`src/rtl/i2srx_pkg.sv`:
```
package i2srx_pkg;

    localparam int SAMPLE_W = 24;
    localparam int SHORT_W  = 16;

    typedef enum logic [2:0] {
        FMT_I2S16 = 3'b100,
        FMT_I2S24 = 3'b101
    } fmt_code_e;

    typedef enum logic {
        WL_24 = 1'b0,
        WL_16 = 1'b1
    } wlen_e;

    // serial lines after synchronisation
    typedef struct packed {
        logic sd;
        logic wclk;
        logic bclk;
    } serial_t;

    function automatic wlen_e decode_fmt(input logic [2:0] code);
        return (code == FMT_I2S16) ? WL_16 : WL_24;
    endfunction

    function automatic logic [SAMPLE_W-1:0] sext_short(input logic [SHORT_W-1:0] w);
        return {{(SAMPLE_W-SHORT_W){w[SHORT_W-1]}}, w};
    endfunction

endpackage

```
`src/rtl/i2srx_sync.sv`:
```
module i2srx_sync #(
    parameter int W      = 3,
    parameter int STAGES = 2
) (
    input  logic         clk,
    input  logic         rst,
    input  logic [W-1:0] async_in,
    output logic [W-1:0] sync_out
);
    logic [W-1:0] stage_q [STAGES];

    generate
        for (genvar s = 0; s < STAGES; s++) begin : g_stage
            always_ff @(posedge clk) begin
                if (rst) begin
                    stage_q[s] <= '0;
                end else if (s == 0) begin
                    stage_q[s] <= async_in;
                end else begin
                    stage_q[s] <= stage_q[(s == 0) ? 0 : s-1];
                end
            end
        end
    endgenerate

    assign sync_out = stage_q[STAGES-1];
endmodule

```
`src/rtl/i2srx_deser.sv`:
```
module i2srx_deser
    import i2srx_pkg::*;
#(
    parameter int SLOT_W = 32
) (
    input  logic                clk,
    input  logic                rst,
    input  logic                bclk_rise,
    input  logic                wclk_lvl,
    input  logic                sd_lvl,
    input  logic [2:0]          fmt_in,
    output logic                word_done,
    output logic                word_chan,
    output logic [SAMPLE_W-1:0] word_val
);
    localparam int POS_W = $clog2(SLOT_W + 1);

    logic                  wclk_prev_q;
    logic [POS_W-1:0]      pos_q;
    logic                  chan_q;
    wlen_e                 wl_q;
    logic [SAMPLE_W-2:0]   shift_q;
    logic [SAMPLE_W-1:0]   shift_nx;
    logic [POS_W-1:0]      wl_bits;

    assign shift_nx = {shift_q, sd_lvl};
    assign wl_bits  = (wl_q == WL_16) ? POS_W'(SHORT_W) : POS_W'(SAMPLE_W);

    always_ff @(posedge clk) begin
        if (rst) begin
            wclk_prev_q <= 1'b0;
            pos_q       <= '0;
            chan_q      <= 1'b0;
            wl_q        <= WL_24;
            shift_q     <= '0;
            word_done   <= 1'b0;
            word_chan   <= 1'b0;
            word_val    <= '0;
        end else begin
            word_done <= 1'b0;
            if (bclk_rise) begin
                wclk_prev_q <= wclk_lvl;
                if (wclk_lvl != wclk_prev_q) begin
                    // the bit at the transition belongs to the previous slot
                    pos_q  <= '0;
                    chan_q <= wclk_lvl;
                    if (!wclk_lvl) begin
                        wl_q <= decode_fmt(fmt_in);
                    end
                end else begin
                    if (pos_q < wl_bits) begin
                        shift_q <= shift_nx[SAMPLE_W-2:0];
                        if (pos_q == wl_bits - 1'b1) begin
                            word_done <= 1'b1;
                            word_chan <= chan_q;
                            word_val  <= (wl_q == WL_16) ? sext_short(shift_nx[SHORT_W-1:0])
                                                         : shift_nx;
                        end
                    end
                    if (pos_q < POS_W'(SLOT_W)) begin
                        pos_q <= pos_q + 1'b1;
                    end
                end
            end
        end
    end

    // a finished word is flagged for one cycle only
    assert_done_single_R5: assert property (@(posedge clk) disable iff (rst)
        word_done |=> !word_done);

    // short words leave the upper byte equal to their sign bit
    assert_short_sext_R2: assert property (@(posedge clk) disable iff (rst)
        (word_done && wl_q == WL_16) |->
            (word_val[SAMPLE_W-1:SHORT_W] == {(SAMPLE_W-SHORT_W){word_val[SHORT_W-1]}}));
endmodule

```
`src/rtl/i2srx_phase.sv`:
```
module i2srx_phase #(
    parameter int SYS_PER_FRAME   = 256,
    parameter int BCLK_PER_FRAME  = 64,
    parameter int SLIP_LIMIT_BCLK = 6,
    parameter int LOCK_TOL_SYS    = 1,
    parameter int LOCK_FRAMES     = 4
) (
    input  logic clk,
    input  logic rst,
    input  logic wclk_fall,
    output logic mute
);
    localparam int CNT_W    = $clog2(SYS_PER_FRAME);
    localparam int SLIP_SYS = SLIP_LIMIT_BCLK * (SYS_PER_FRAME / BCLK_PER_FRAME);
    localparam int GOOD_W   = $clog2(LOCK_FRAMES + 1);
    localparam logic [CNT_W-1:0]  SLIP_V = CNT_W'(SLIP_SYS);
    localparam logic [CNT_W-1:0]  TOL_V  = CNT_W'(LOCK_TOL_SYS);
    localparam logic [GOOD_W-1:0] LAST_GOOD = GOOD_W'(LOCK_FRAMES - 1);

    function automatic logic [CNT_W-1:0] circ_dist(input logic [CNT_W-1:0] a,
                                                   input logic [CNT_W-1:0] b);
        logic [CNT_W-1:0] d;
        d = a - b;
        return d[CNT_W-1] ? (~d + 1'b1) : d;
    endfunction

    logic [CNT_W-1:0]  frame_ctr_q;
    logic [CNT_W-1:0]  prev_ph_q;
    logic [CNT_W-1:0]  ref_ph_q;
    logic [GOOD_W-1:0] good_q;
    logic              have_prev_q;
    logic              near_prev;
    logic              far_ref;

    assign near_prev = circ_dist(frame_ctr_q, prev_ph_q) <= TOL_V;
    assign far_ref   = circ_dist(frame_ctr_q, ref_ph_q) > SLIP_V;

    always_ff @(posedge clk) begin
        if (rst) begin
            frame_ctr_q <= '0;
            prev_ph_q   <= '0;
            ref_ph_q    <= '0;
            good_q      <= '0;
            have_prev_q <= 1'b0;
            mute        <= 1'b1;
        end else begin
            frame_ctr_q <= frame_ctr_q + 1'b1;
            if (wclk_fall) begin
                if (mute) begin
                    prev_ph_q   <= frame_ctr_q;
                    have_prev_q <= 1'b1;
                    if (have_prev_q && near_prev) begin
                        if (good_q == LAST_GOOD) begin
                            mute     <= 1'b0;
                            ref_ph_q <= frame_ctr_q;
                            good_q   <= '0;
                        end else begin
                            good_q <= good_q + 1'b1;
                        end
                    end else begin
                        good_q <= '0;
                    end
                end else if (far_ref) begin
                    mute        <= 1'b1;
                    prev_ph_q   <= frame_ctr_q;
                    have_prev_q <= 1'b1;
                    good_q      <= '0;
                end
            end
        end
    end

    // lock is only granted on a word-clock frame boundary
    assert_unmute_on_edge_R7: assert property (@(posedge clk) disable iff (rst)
        $fell(mute) |-> $past(wclk_fall));

    // a slip mutes only on a word-clock frame boundary
    assert_slip_on_edge_R10: assert property (@(posedge clk) disable iff (rst)
        $rose(mute) |-> $past(wclk_fall));
endmodule

```
`src/rtl/i2srx_top.sv`:
```
module i2srx_top
    import i2srx_pkg::*;
#(
    parameter int SYS_PER_FRAME   = 256,
    parameter int BCLK_PER_FRAME  = 64,
    parameter int SLIP_LIMIT_BCLK = 6,
    parameter int LOCK_TOL_SYS    = 1,
    parameter int LOCK_FRAMES     = 4,
    parameter int SYNC_STAGES     = 2
) (
    input  logic                       clk,
    input  logic                       rst,
    input  logic                       bclk_in,
    input  logic                       wclk_in,
    input  logic                       sdata_in,
    input  logic [2:0]                 fmt_in,
    output logic signed [SAMPLE_W-1:0] left_out,
    output logic signed [SAMPLE_W-1:0] right_out,
    output logic                       valid_out,
    output logic                       mute_out
);
    localparam int SLOT_W = BCLK_PER_FRAME / 2;

    serial_t ser_raw;
    serial_t ser_s;
    logic    bclk_prev_q;
    logic    wclk_prev_q;
    logic    bclk_rise;
    logic    wclk_fall;

    logic                word_done;
    logic                word_chan;
    logic [SAMPLE_W-1:0] word_val;
    logic [SAMPLE_W-1:0] left_hold_q;

    assign ser_raw = '{sd: sdata_in, wclk: wclk_in, bclk: bclk_in};

    i2srx_sync #(.W($bits(serial_t)), .STAGES(SYNC_STAGES)) sync_i (
        .clk      (clk),
        .rst      (rst),
        .async_in (ser_raw),
        .sync_out (ser_s)
    );

    always_ff @(posedge clk) begin
        if (rst) begin
            bclk_prev_q <= 1'b0;
            wclk_prev_q <= 1'b0;
        end else begin
            bclk_prev_q <= ser_s.bclk;
            wclk_prev_q <= ser_s.wclk;
        end
    end

    assign bclk_rise = ser_s.bclk & ~bclk_prev_q;
    assign wclk_fall = wclk_prev_q & ~ser_s.wclk;

    i2srx_deser #(.SLOT_W(SLOT_W)) deser_i (
        .clk       (clk),
        .rst       (rst),
        .bclk_rise (bclk_rise),
        .wclk_lvl  (ser_s.wclk),
        .sd_lvl    (ser_s.sd),
        .fmt_in    (fmt_in),
        .word_done (word_done),
        .word_chan (word_chan),
        .word_val  (word_val)
    );

    i2srx_phase #(
        .SYS_PER_FRAME   (SYS_PER_FRAME),
        .BCLK_PER_FRAME  (BCLK_PER_FRAME),
        .SLIP_LIMIT_BCLK (SLIP_LIMIT_BCLK),
        .LOCK_TOL_SYS    (LOCK_TOL_SYS),
        .LOCK_FRAMES     (LOCK_FRAMES)
    ) phase_i (
        .clk       (clk),
        .rst       (rst),
        .wclk_fall (wclk_fall),
        .mute      (mute_out)
    );

    always_ff @(posedge clk) begin
        if (rst) begin
            left_hold_q <= '0;
            left_out    <= '0;
            right_out   <= '0;
            valid_out   <= 1'b0;
        end else begin
            valid_out <= 1'b0;
            if (word_done && !word_chan) begin
                left_hold_q <= word_val;
            end
            if (word_done && word_chan) begin
                valid_out <= 1'b1;
                left_out  <= mute_out ? '0 : left_hold_q;
                right_out <= mute_out ? '0 : word_val;
            end
        end
    end

    // a pair strobed while muted carries zeros
    assert_mute_zero_R8: assert property (@(posedge clk) disable iff (rst)
        (valid_out && $past(mute_out)) |-> (left_out == '0 && right_out == '0));

    // outputs only move together with the strobe
    assert_hold_between_R5: assert property (@(posedge clk) disable iff (rst)
        !valid_out |=> (valid_out || ($stable(left_out) && $stable(right_out))));
endmodule

```
`config.mk`:
```
export PLATFORM = sky130hd
export DESIGN_NAME = i2srx_top
export DESIGN_NICKNAME = d
export VERILOG_FILES = /design/src/rtl/i2srx_pkg.sv /design/src/rtl/i2srx_sync.sv /design/src/rtl/i2srx_deser.sv /design/src/rtl/i2srx_phase.sv /design/src/rtl/i2srx_top.sv
export SDC_FILE = /design/constraint.sdc
export NUM_CORES = 1
export LEC_CHECK = 0
export BUFFER_PORTS_ARGS = -buffer_cell sky130_fd_sc_hd__clkbuf_2
export CAP_MARGIN = 20
export CORE_ASPECT_RATIO = 0.6
export CORE_UTILIZATION = 30
export DETAILED_ROUTE_END_ITERATION = 7
export PLACE_DENSITY = 0.57
export SLEW_MARGIN = 20
export SYNTH_ARGS = -nofsm -noshare
export SYNTH_HDL_FRONTEND = slang
export SYNTH_SLANG_ARGS = --single-unit
```
`constraint.sdc`:
```
create_clock -name clk -period 6.8 [get_ports clk]
set_clock_uncertainty 0.2 [all_clocks]
set_input_delay 0.34 -clock clk [delete_from_list [all_inputs] [get_ports clk]]
set_output_delay 0.34 -clock clk [all_outputs]
set_load 0.03 [all_outputs]
```
==> impl_metrics.tcl <==
set metrics [dict create \
    status "completed" \
    finalWeightedCongestion 0.813 \
    cts-root-buf "clkbuf_16" \
    synth-seq-area-share 0.459 \
    mostFrequentLayoutCells "167 x dfxtp_1, 122 x nand2_1, 100 x a21oi_1, 84 x nor2_1, 56 x clkbuf_2" \
    firstDrtPassIters 5 \
    ys_warn_count 0 \
    crit_path_start_kind "flip-flop" \
    core-area_sq_mm 0.0235 \
    synth_mux_area_frac 0.0431 \
    synth-xor-area-share 0.0297 \
    route.vias.total 5767 \
    post_drt_wl_per_cell_um 15.4 \
    drv_cap 0 \
    vias_per_cell 4.80 \
    p_comb_frac 0.081 \
    cp.buffers_inverters 2 \
    hold_violations 0 \
    required_ns 6.95 \
    yosys.area_share.simple 0.215 \
    p_switching_mw 0.558 \
    path_cells "inv_1 -> ha_1 -> inv_1 -> fa_1 -> a211oi_1 -> nor2_1 -> xor2_1 -> nor2_1 -> a21oi_1 -> mux2_4 -> o31ai_4 -> mux2i_1" \
    synth_cells 835 \
    internal-power_mw 1.64 \
    tightest_slew_ns 0.907 \
    hold_class "input port to flip-flop" \
    first_iter_violations 452 \
    post-dp-hpwl_um 12300 \
    ctsResizeCount 0 \
    crit_arrival_ns 3.93 \
    r2r_setup_slack_ns 3.02 \
    clk_pin_slew_worst_paths_ns 0.07 \
    area_growth_pct 16.5 \
    crit_family "compound AO/OA/AOI/OAI gates" \
    synth.distinct_cells 63 \
    final_antenna_net_count 0 \
    layout.nets 903 \
    first_global_vias 5453 \
    gr-usage-met1 0.238 \
    grt_use_met2 0.201 \
    power_frac_seq 0.453 \
    met3_usage 0.0438 \
    rsz0062_at_grt "false" \
    slowest_delay_ns 0.73 \
    die_h_um 123 \
    finalSetupViolCount 0 \
    htree_levels 4 \
    n_antenna_cell 0 \
    clock_latency_ns 0.43 \
    fillers 2422 \
    slew_headroom 0.391 \
    totalPowerFinal_mw 2.19 \
    drive_above_1_share 0.129 \
    crit_path_end_kind "flip-flop" \
    multi_input_area_sq_mm 0.00370 \
    synth.avg_cell_area_sq_um 8.77 \
    io_buffers 57 \
    clkPwrFrac 0.465 \
    final-max-slew-violation-count 0 \
    cts_made_buffers 17 \
    dieArea_sq_mm 0.0251 \
    critPathMaxFanout 12 \
    fin_crit_ns 3.78 \
    routed_wl_um 18500 \
    leakage_nw 3.15 \
    postLayoutCoreUtil 0.363 \
    clockBufferDepth 2 \
    grt-busiest-layer "met1" \
    floorplan.initialDensity 0.311 \
    grt_max_degree 89 \
    cts_sinks 168 \
    synth_compound_area_frac 0.174 \
    netlist_area_sq_mm 0.00732 \
    async_flop_share 0 \
    post-route-period-util 0.556 \
    fmaxAchievable_mhz 265 \
    antenna_found_initial 0 \
    pin_count 58 \
    cts_tree "yes" \
    final_common_cell "dfxtp_1" \
    setup_tns_ns 0 \
    synth_flop_cell "dfxtp_1" \
    ys_ff_latch 168 \
    ir_worst_vdd_mv 0.171 \
    synth_top_family_by_area "simple AND/OR/NAND/NOR gates" \
    rows 43 \
    post-route-drc-count 0 \
    seq_area_sq_mm 0.00336 \
    p_sw_frac 0.254 \
    powerDensity_mw_per_mm2 257 \
    slowest_stage "o31ai_4" \
    chipWidth_um 204 \
    synth_enable_flop_cells 0 \
    synth_fp_nets 865 \
    grt_first_pass_wirelength_um 29900 \
    criticalPathCategory "flip-flop to flip-flop" \
    grt_overflow 0 \
    track_usage 0.154 \
    synthAdderAreaFrac 0.0396 \
]
final cells by class:
| type | count | share of cell area |
|---|---|---|
| flip-flops and latches | 168 | 0.394 |
| multi-input cells | 595 | 0.433 |
| clock inverters | 15 | 0.0221 |
| repair buffers | 67 | 0.0437 |
| inverters | 24 | 0.0106 |
| well taps | 315 | 0.0462 |
| clock buffers | 17 | 0.0499 |
routing by layer:
metal	up-vias	wire length [um]
li1	2975	-
met1	2661	10500
met2	116	6960
met3	15	917
met4	0	173
met5	-	0
synth_stat cells, types with 2 or more instances:
library cell / count / area (sq um)
nor2b_1: 20 / 125
mux2i_1: 30 / 300
nand3_1: 11 / 55.1
ha_1: 20 / 250
fa_1: 2 / 40.0
and3_1: 5 / 31.3
a311oi_1: 8 / 70.1
o21a_1: 4 / 30.0
a21oi_1: 100 / 500
o21ai_1: 2 / 10.0
a22oi_1: 2 / 15.0
o31ai_1: 9 / 67.6
a21oi_2: 2 / 17.5
a21o_1: 9 / 67.6
a211oi_1: 4 / 30.0
clkbuf_1: 34 / 128
and2_1: 2 / 12.5
o31a_1: 2 / 17.5
dfxtp_1: 168 / 3360
nor4_1: 2 / 12.5
nand4_1: 14 / 87.6
o2111ai_1: 3 / 26.3
xor2_1: 11 / 96.3
or3_1: 3 / 18.8
nor2_1: 84 / 315
nand2b_1: 24 / 150
a22o_1: 19 / 166
buf_1: 8 / 30.0
nand3b_1: 2 / 15.0
xnor2_1: 12 / 105
nor3b_1: 29 / 218
inv_1: 23 / 86.3
o2bb2ai_1: 3 / 26.3
nor3_1: 5 / 25.0
nand2_1: 123 / 462
o21ai_0: 6 / 30.0
buf_2: 4 / 20.0
cells by family after synthesis:
| logic type | count (synthesis) |
|---|---|
| AOI/OAI and AO/OA | 188 |
| xor gates and xnor gates | 24 |
| adders and majority gates | 22 |
| buffers and inverters | 72 |
| DFF | 168 |
| muxes | 31 |
| and+or+nand+nor | 330 |
sequential cells by signal, indices dropped and copies added, names as in the netlist:
signal and count:
sync_i.stage_q 6, deser_i.word_done 1, left_out 24, right_out 24, deser_i.word_chan 1, phase_i.mute 1
deser_i.wclk_prev_q 1, deser_i.chan_q 1, left_hold_q 24, deser_i.shift_q 23, deser_i.wl_q 1, wclk_prev_q 1
phase_i.have_prev_q 1, deser_i.pos_q 6, phase_i.good_q 3, bclk_prev_q 1, valid_out 1, phase_i.ref_ph_q 8
phase_i.frame_ctr_q 8, deser_i.word_val 24, phase_i.prev_ph_q 8
repair_timing:
item / CTS / global route
setup buffers: 0 / 0
endpoints found under the hold margin: 4 / 0
hold buffers: 4 / 0
final timing paths:
kind	cells past startpoint	start	end
min	4	fmt_in[0]	deser_i.wl_q
max	12	phase_i.frame_ctr_q[0]	phase_i.prev_ph_q[3]
min reg2reg	1	sync_i.stage_q[0][0]	sync_i.stage_q[1][0]
max reg2reg	12	phase_i.frame_ctr_q[0]	phase_i.prev_ph_q[3]
power by group through the flow:
stage / Clock (mW) / Combinational [mW] / Sequential [mW]
after detailed placement: 0 / 0.172 / 1.02
after global routing: 1.08 / 0.194 / 0.994
after floorplan: 0 / 0.134 / 1.01
final: 1.02 / 0.179 / 0.994
after global placement: 0 / 0.172 / 1.02
after CTS: 1.05 / 0.175 / 0.994
metrics by stage:
| step | hold WS (ns) | setup slack [ns] | cells | instance area (sq um) |
|---|---|---|---|---|
| CTS | 0.00193 | 3.05 | 1201 | 8530 |
| global route | 0.0624 | 2.77 | 1201 | 8530 |
| detailed placement | 0.228 | 3.07 | 1165 | 7870 |
| floorplan | 0.214 | 3.67 | 835 | 7320 |
| finish | 0.0200 | 3.02 | 1201 | 8530 |
| global placement | 0.217 | 3.15 | 1165 | 7870 |
worst register-to-register path: cells and delay by family (launching register included):
kind	cells	cell delay (ns)
compound gates	3	1.17
flops	1	0.35
xor+xnor	1	0.40
fa+ha+maj	2	0.63
simple gates	2	0.18
buf+inv	2	0.17
mux	2	0.61
Note: power is estimated with default switching activity, not from simulation.
